--- config.mk ---
export PLATFORM = sky130hd
export DESIGN_NAME = temp_decim_top
export DESIGN_NICKNAME = d
export VERILOG_FILES = /design/src/rtl/temp_decim_pkg.sv /design/src/rtl/incr_accum.sv /design/src/rtl/restoring_div.sv /design/src/rtl/temp_scale.sv /design/src/rtl/temp_decim_top.sv
export SDC_FILE = /design/constraint.sdc
export NUM_CORES = 2
export LEC_CHECK = 0
export BUFFER_PORTS_ARGS = -buffer_cell sky130_fd_sc_hd__buf_2
export CORE_UTILIZATION = 57
export CTS_CLUSTER_DIAMETER = 50
export DETAILED_ROUTE_END_ITERATION = 10
export PLACE_DENSITY = 0.89
export RECOVER_POWER = 50
export SLEW_MARGIN = 10
export SYNTH_ARGS = -nofsm -noshare
export SYNTH_HDL_FRONTEND = slang
export SYNTH_SLANG_ARGS = --single-unit
--- constraint.sdc ---
create_clock -name clk -period 8.2 [get_ports clk]
set_clock_uncertainty 0.05 [all_clocks]
set_input_delay 0.41 -clock clk [delete_from_list [all_inputs] [get_ports clk]]
set_output_delay 0.41 -clock clk [all_outputs]
set_load 0.005 [all_outputs]
--- src/rtl/temp_decim_pkg.sv ---
package temp_decim_pkg;

    localparam int DEF_NSAMP = 512;  // samples per conversion
    localparam int DEF_KW    = 16;   // width of k
    localparam int DEF_KFRAC = 12;   // fraction bits of k
    localparam int DEF_AW    = 16;   // width of gain A (6 fraction bits)
    localparam int DEF_TW    = 16;   // width of offset and result (6 fraction bits)
    localparam int DEF_QW    = 16;   // quotient bits

    typedef enum logic [1:0] {
        ST_IDLE,
        ST_ACC,
        ST_LOAD,
        ST_DIV
    } conv_state_t;

    function automatic longint tri_weight(input int n);
        return longint'(n) * longint'(n + 1) / 2;
    endfunction

endpackage

--- src/rtl/incr_accum.sv ---
module incr_accum #(
    parameter int NSAMP = 512,
    localparam longint WTOT = temp_decim_pkg::tri_weight(NSAMP),
    localparam int S1W = $clog2(NSAMP + 1),
    localparam int S2W = $clog2(WTOT + 1),
    localparam int CW  = $clog2(NSAMP)
) (
    input  logic           clk,
    input  logic           rst,
    input  logic           clr,
    input  logic           en,
    input  logic           bit_in,
    output logic [S2W-1:0] sum2,
    output logic           last
);
    logic [S1W-1:0] acc1;
    logic [S1W-1:0] acc1_nxt;
    logic [CW-1:0]  cnt;

    assign acc1_nxt = acc1 + S1W'(bit_in);
    assign last     = en && (cnt == CW'(NSAMP - 1));

    always_ff @(posedge clk) begin
        if (rst || clr) begin
            acc1 <= '0;
            sum2 <= '0;
            cnt  <= '0;
        end else if (en) begin
            acc1 <= acc1_nxt;
            sum2 <= sum2 + S2W'(acc1_nxt);
            cnt  <= cnt + 1'b1;
        end
    end
endmodule

--- src/rtl/restoring_div.sv ---
module restoring_div #(
    parameter int DW = 35,
    parameter int QW = 16,
    localparam int CNTW = $clog2(QW + 1)
) (
    input  logic          clk,
    input  logic          rst,
    input  logic          load,
    input  logic [DW-1:0] num,   // must be below den
    input  logic [DW-1:0] den,
    output logic [QW-1:0] quo,
    output logic          fin
);
    logic [DW-1:0]   rem;
    logic [DW-1:0]   dvs;
    logic [CNTW-1:0] cnt;
    logic            run;
    logic [DW:0]     trial;
    logic            fits;

    assign trial = {rem, 1'b0};
    assign fits  = trial >= {1'b0, dvs};

    always_ff @(posedge clk) begin
        if (rst) begin
            rem <= '0;
            dvs <= '0;
            quo <= '0;
            cnt <= '0;
            run <= 1'b0;
            fin <= 1'b0;
        end else begin
            fin <= 1'b0;
            if (load) begin
                rem <= num;
                dvs <= den;
                quo <= '0;
                cnt <= CNTW'(QW);
                run <= 1'b1;
            end else if (run) begin
                if (fits) begin
                    rem <= DW'(trial - {1'b0, dvs});
                end else begin
                    rem <= trial[DW-1:0];
                end
                quo <= {quo[QW-2:0], fits};
                cnt <= cnt - 1'b1;
                if (cnt == CNTW'(1)) begin
                    run <= 1'b0;
                    fin <= 1'b1;
                end
            end
        end
    end
endmodule

--- src/rtl/temp_scale.sv ---
module temp_scale #(
    parameter int AW = 16,
    parameter int QW = 16,
    parameter int TW = 16,
    localparam int SW = ((AW > TW) ? AW : TW) + 2
) (
    input  logic [QW-1:0]        q,
    input  logic [AW-1:0]        gain,
    input  logic signed [TW-1:0] offs,
    output logic signed [TW-1:0] temp
);
    localparam longint HI_L = (longint'(1) <<< (TW - 1)) - 1;
    localparam logic signed [SW-1:0] HI = SW'(HI_L);
    localparam logic signed [SW-1:0] LO = SW'(-HI_L - 1);

    logic [AW+QW-1:0]    prod;
    logic signed [SW-1:0] scaled;
    logic signed [SW-1:0] offs_x;
    logic signed [SW-1:0] total;

    assign prod   = (AW+QW)'(gain) * (AW+QW)'(q);
    assign scaled = signed'({{(SW-AW){1'b0}}, prod[AW+QW-1:QW]});
    assign offs_x = SW'(offs);
    assign total  = scaled + offs_x;

    always_comb begin
        if (total > HI)      temp = HI[TW-1:0];
        else if (total < LO) temp = LO[TW-1:0];
        else                 temp = total[TW-1:0];
    end
endmodule

--- src/rtl/temp_decim_top.sv ---
module temp_decim_top
    import temp_decim_pkg::*;
#(
    parameter int NSAMP = DEF_NSAMP,
    parameter int KW    = DEF_KW,
    parameter int KFRAC = DEF_KFRAC,
    parameter int AW    = DEF_AW,
    parameter int TW    = DEF_TW,
    parameter int QW    = DEF_QW
) (
    input  logic                 clk,
    input  logic                 rst,
    input  logic                 start,
    input  logic                 bit_in,
    input  logic                 bit_vld,
    input  logic [KW-1:0]        coef_k,
    input  logic [AW-1:0]        coef_a,
    input  logic signed [TW-1:0] coef_b,
    output logic                 busy,
    output logic                 done,
    output logic signed [TW-1:0] temp_out
);
    localparam longint WTOT = tri_weight(NSAMP);
    localparam int S2W = $clog2(WTOT + 1);
    localparam int PW  = KW + S2W;
    localparam int DW  = PW + 1;
    localparam logic [DW-1:0] DEN_BIAS = DW'(WTOT <<< KFRAC);

    conv_state_t          state;
    logic [KW-1:0]        k_lat;
    logic [AW-1:0]        a_lat;
    logic signed [TW-1:0] b_lat;
    logic                 clr;
    logic                 acc_en;
    logic                 acc_last;
    logic [S2W-1:0]       sum2;
    logic [PW-1:0]        kprod;
    logic [DW-1:0]        den;
    logic [QW-1:0]        quo;
    logic                 div_fin;
    logic signed [TW-1:0] temp_nxt;

    assign clr    = (state == ST_IDLE) && start;
    assign acc_en = (state == ST_ACC) && bit_vld;
    assign busy   = (state != ST_IDLE);
    assign kprod  = PW'(k_lat) * PW'(sum2);
    assign den    = DW'(kprod) + DEN_BIAS;

    incr_accum #(.NSAMP(NSAMP)) u_acc (
        .clk    (clk),
        .rst    (rst),
        .clr    (clr),
        .en     (acc_en),
        .bit_in (bit_in),
        .sum2   (sum2),
        .last   (acc_last)
    );

    restoring_div #(.DW(DW), .QW(QW)) u_div (
        .clk  (clk),
        .rst  (rst),
        .load (state == ST_LOAD),
        .num  (DW'(kprod)),
        .den  (den),
        .quo  (quo),
        .fin  (div_fin)
    );

    temp_scale #(.AW(AW), .QW(QW), .TW(TW)) u_scale (
        .q    (quo),
        .gain (a_lat),
        .offs (b_lat),
        .temp (temp_nxt)
    );

    always_ff @(posedge clk) begin
        if (rst) begin
            state    <= ST_IDLE;
            k_lat    <= '0;
            a_lat    <= '0;
            b_lat    <= '0;
            done     <= 1'b0;
            temp_out <= '0;
        end else begin
            done <= 1'b0;
            unique case (state)
                ST_IDLE: if (start) begin
                    k_lat <= coef_k;
                    a_lat <= coef_a;
                    b_lat <= coef_b;
                    state <= ST_ACC;
                end
                ST_ACC:  if (acc_last) state <= ST_LOAD;
                ST_LOAD: state <= ST_DIV;
                ST_DIV:  if (div_fin) begin
                    temp_out <= temp_nxt;
                    done     <= 1'b1;
                    state    <= ST_IDLE;
                end
                default: state <= ST_IDLE;
            endcase
        end
    end
endmodule

Word-level counts from Yosys, hierarchy flattened
Index checks and enable logic that the tools add are counted.

cells by class
  equal/unequal tests = 8
  add/subtract/negate cells = 7
  muxes and demuxes = 16
  $mul = 2
  magnitude comparators = 3
  bitwise operators = 2
  reductions and logical operators = 13

operators with widths
  operator                count
  $mux 34                 2
  $ge 36x35->1            1
  $add 34x30->35 const B  1
  $mux 35                 1
  $sub 35x35->35          1
  $mul 16x18->34          1
  $mul 16x16->32          1
  $mux 16                 2
  $add 17x16->18          1
  $add 18x10->18          1
  $gt 18x16->1 const B    1
  $lt 18x16->1 const B    1
  $add 10x1->10           1
  $mux 5                  2
  $add 9x1->9 const B     1
  $eq 9x9->1 const B      1
  $pmux 2 s4              1
  $mux 2                  3
  $eq 5x1->1 const B      1
  $mux 1                  5
  $sub 5x1->5 const B     1
  $eq 2x2->1 const B      2
  $ne 2x2->1 const B      2
  $reduce_and 2->1        2
  10 further kinds        15

word-level totals
  output and inout bits = 18
  input port bits = 53
  word-level logic and storage cells = 68
  bits in registers = 197

Longest topological paths before layout
  word-level depth = 5
  gate-level depth with buffers = 36
  mapped depth without buffers = 34

Cells and area by module
Synthesis repeated with hierarchy kept, for this count alone.

second synthesis, totals
  cells, all modules = 3550
  area total of the unflattened synthesis = 29620.9 um^2

modules (own cells, without submodules)
  module          sequential area each (um^2)  instances  area each (um^2)  cells an instance
  temp_decim_top  1341.3                       1          12559.5           1508
  temp_scale      0.0                          1          8966.1            1031
  restoring_div   1861.8                       1          5963.2            761
  incr_accum      740.7                        1          2132.0            250

Worst setup path before layout
No wires, ideal clock.

  path type = reg-to-reg
  start point = register u_div.quo[3]
  end point = register temp_out[3]
  setup time = 0.070 ns
  slack = -0.003 ns
  path buffers = 3
  cell stages (with the launch flop) = 34
  clock period less this slack = 8.203 ns
  arrival time = 8.084 ns
  required time = 8.080 ns
  cell sequence = dfxtp_1 -> clkbuf_1 -> clkbuf_1 -> nand2_1 -> fa_1 -> fa_1 -> fa_1 -> fa_1 -> inv_1 -> fa_1 -> inv_1 -> fa_1 -> inv_1 -> ha_1 -> a21o_1 -> a21o_1 -> nor3_1 -> nand3_1 -> a41oi_1 -> o21bai_1 -> a21o_1 -> a21oi_1 -> xnor2_1 -> ha_1 -> or3_1 -> o21a_1 -> o21a_1 -> o41ai_1 -> a21boi_0 -> o21a_1 -> mux2i_1 -> buf_2 -> nand2_1 -> a21oi_1

on the way
  longest elaborated chain between the ends = 5
  elaborated cells between the ends (all ways) = 6
  classes of those cells = add/sub (1); mul (1); order compare (2); mux (2)

RTL lines
  item                    RTL line              source
  start, declared         restoring_div.sv:11   output logic [QW-1:0] quo,
  start signal, assigned  restoring_div.sv:46   quo <= {quo[QW-2:0], fits};
  $mul 16x16->32 (*)      temp_scale.sv:21      assign prod = (AW+QW)'(gain) * (AW+QW)'(q);
  $add 17x16->18 (*)      temp_scale.sv:24      assign total = scaled + offs_x;
  $lt 18x16->1            temp_scale.sv:28      else if (total < LO) temp = LO[TW-1:0];
  $mux 16                 temp_scale.sv:28
  $mux 16 (*)             temp_scale.sv:27      if (total > HI) temp = HI[TW-1:0];
  end signal, assigned    temp_decim_top.sv:96  temp_out <= temp_nxt;
  end, declared           temp_decim_top.sv:21  output logic signed [TW-1:0] temp_out

Every way passes the cells marked *; elsewhere a longest branch is shown, timed or not.
A chain may end at the register's enable or synchronous reset.

Worst setup path after layout
  start point = register u_div.quo[3]
  end point = register temp_out[1]

The elaborated chain is that of the path after synthesis.

==> impl_metrics.csv <==
group,metric,value,unit
outcome,status,"finished with violations",
outcome,violations,"max-capacitance violations, max-slew violations",
clocking,cts.sinks,197,
global_routing,track_usage,29.6,%
synth,async_flop_share,0,%
timing,max_freq,123,MHz
setup_path,cp_common_cell,"fa_1",
detailed_routing,drtAntennaViolNets,0,
synth,syn-num-nets,4238,
synth,synth_common_cells,"577 x nand2_1, 565 x inv_1, 418 x fa_1",
pwr,peakVddDrop,0.385,mV
placed_design,place.gp.congestion,0.953,
timing,period_share,99.0,%
final_layout,num-nets-final,4268,
global_routing,grt_pass1_wl,122000,um
timing,finalMaxSlewViolations,175,
synth,synth_top_area_share,28.9,%
synth,syn_area,0.0290,sq mm
clocking,clkTransAtPathRegs,0.10,ns
pwr,leakage,15.2,nW
synth,synth_most_common_cell,"nand2_1",
detailed_routing,wl_per_cell,18.2,um
setup_path,cp.required,8.57,ns
placed_design,dpl_cell_area,0.0302,sq mm
synth,ys_ff_latch,197,
placed_design,io_buffers,70,
setup_path,slowest_delay,0.57,ns
timing,finalSetupViolations,0,
pwr,power_density,181,mW/mm^2
clocking,cts_hold_buffers,0,
synth,synth_top_area_cell,"fa_1",
clocking,cts_tree,"done",
synth,ys_warn_count,0,
placed_design,dpl.hpwl,57300,um
global_routing,grt_antenna_before_repair,2,
synth,synthTopCellsByArea,"fa_1 29%, dfxtp_1 14%, ha_1 12%",
die,die_area,0.0517,sq mm
final_layout,multi_input_area,0.0225,sq mm
clocking,cts_made_buffers,17,
die,die_x,227,um
detailed_routing,drtIter0Drc,2704,
clocking,cts-root-buf,"clkbuf_16",
global_routing,overflow,0,
clocking,cts_max_path_buffers,2,
die,io_pins,71,
min_path,hold_start,"coef_k[6]",
synth,syn_inst,3485,
die,coreArea,0.0502,sq mm
setup_path,cp-end-kind,"flip-flop",
detailed_routing,firstDrtPassIters,6,
timing,fin_crit,8.12,ns
detailed_routing,dr_total_vias,24700,
final_layout,final_cells,4201,
final_layout,layout-area-overhead-vs-synth,8.01,%
detailed_routing,routed_wirelength,76700,um
placed_design,post-place-cells,4149,
timing,slew_headroom,-93.6,%
setup_path,reg2reg_from,"u_div.quo[3]",
final_layout,regArea,0.00398,sq mm
final_layout,fillers,3853,
setup_path,cp.arrival,8.49,ns
die,start_util,57.7,%
timing,worst_slew_pin_slew,2.90,ns
die,die_h,227,um
setup_path,crit_slowest_cell,"fa_1",
final_layout,final_layout_size_suffix_gt1_share,8.93,%
global_routing,grt_pass1_vias,25100,
global_routing,grt_max_degree,74,
detailed_routing,route.detailed.drc,0,
synth,synth.distinct_cells,86,
setup_path,cp-start-kind,"flip-flop",
detailed_routing,viasPerCell,5.89,
setup_path,r2r_slack,0.08,ns
min_path,holdCritPathClass,"in -> reg",
synth,ys.flop_type,"dfxtp_1",
synth,postSynthAreaPerCell,8.31,sq um
setup_path,critPathLaunch,"u_div.quo[3]",
pwr,power.total,5.67,mW
setup_path,path_class,"reg -> reg",
synth,synth_edf_count,0,
synth,ys_seq_area_share,13.6,%
final_layout,finish.instance_area,0.0313,sq mm
timing,finalHoldViolCount,0,
clocking,insertion_delay,0.52,ns
clocking,htreeDepth,4,
setup_path,crit_fanout,7,
job,cap_violations,4,
die,fp-row-count,82,
-- registers in the layout (all words and copies together) (netlist names) --
name / flops
done: 1
u_acc.cnt: 9
u_div.fin: 1
u_div.quo: 16
u_div.run: 1
state: 2
temp_out: 16
u_div.rem: 35
b_lat: 16
u_div.cnt: 5
k_lat: 16
u_div.dvs: 35
u_acc.sum2: 18
a_lat: 16
u_acc.acc1: 10
-- layer usage --
metal  GRT usage (%)  routed length [um]  share of wire, %
met5               0                  18             0.023
met4            13.1                3380               4.4
met3            6.05                6770               8.8
met2            49.6               36800                48
met1            37.0               29700                39
-- power breakdown --
group          switching (mW)  internal [mW]
Sequential              0.202           1.11
Clock                   0.489          0.418
Combinational            2.26           1.19
-- path summary, 6_finish.rpt --
path	endpoint	depth (start not counted)
worst min register to register	k_lat[4]	2
worst min-delay path	k_lat[6]	3
worst max register to register	temp_out[1]	32
worst max-delay path	temp_out[1]	32
-- stage by stage --
stage | hold WS [ns] | TNS [ns] | setup WS (ns) | utilization [%]
detailed placement | 0.398 | -1.45 | -0.124 | 60.2
floorplan | 0.386 | 0 | 0.0420 | -
global route | 0.0854 | -1.78 | -0.165 | 62.4
finish | 0.0818 | 0 | 0.0818 | 62.4
CTS | 0.0603 | 0 | 0.0272 | 61.5
global placement | 0.393 | -0.399 | -0.0494 | 60.2
-- cell usage in the layout (no fill, tap or decap), types with 43 or more instances in the layout --
cell type	count
a21oi_1	174
and2_1	234
buf_2	51
buf_4	94
dfxtp_1	178
fa_1	412
ha_1	271
inv_1	561
nand2_1	576
nand3_1	44
nor2_1	139
o21ai_0	93
xnor2_1	62
xor2_1	43
-- cell families (layout without fill, tap and decap cells) --
| family | after synthesis | in the layout | synth area share [%] |
|---|---|---|---|
| xor gates and xnor gates | 107 | 107 | 3.24 |
| other | 0 | 1 | 0 |
| muxes | 30 | 30 | 1.04 |
| AOI/OAI and AO/OA | 562 | 562 | 12.6 |
| buffers and inverters | 736 | 779 | 9.83 |
| adders and majority gates | 700 | 700 | 41.1 |
| and+or+nand+nor | 1153 | 1153 | 18.6 |
| DFF | 197 | 197 | 13.6 |
-- worst max-delay path: cells and delay by family, from the launching register on --
family | cells | cell delay (ns)
adders and majority gates | 8 | 3.56
AOI/OAI and AO/OA | 12 | 2.60
buffers and inverters | 6 | 0.68
and+or+nand+nor | 5 | 0.61
DFF | 1 | 0.40
xor gates and xnor gates | 1 | 0.13
-- repair_timing --
action | CTS | global route
pin swaps | 2 | 68
buffers inserted | 2 | 16
resized for setup | 5 | 111
gates cloned | 0 | 1
setup endpoints to repair | 15 | 16
-- final cells by class --
| cell class | instances | area share (%) |
|---|---|---|
| antenna | 1 | 0.00800 |
| clock buffer | 17 | 1.36 |
| clock inverter | 15 | 0.636 |
| inverter | 566 | 6.79 |
| multi-input combinational | 2552 | 71.9 |
| sequential | 197 | 12.7 |
| tap | 672 | 2.69 |
| timing repair buffer | 181 | 3.88 |
Note: power is estimated with default switching activity, not from simulation.
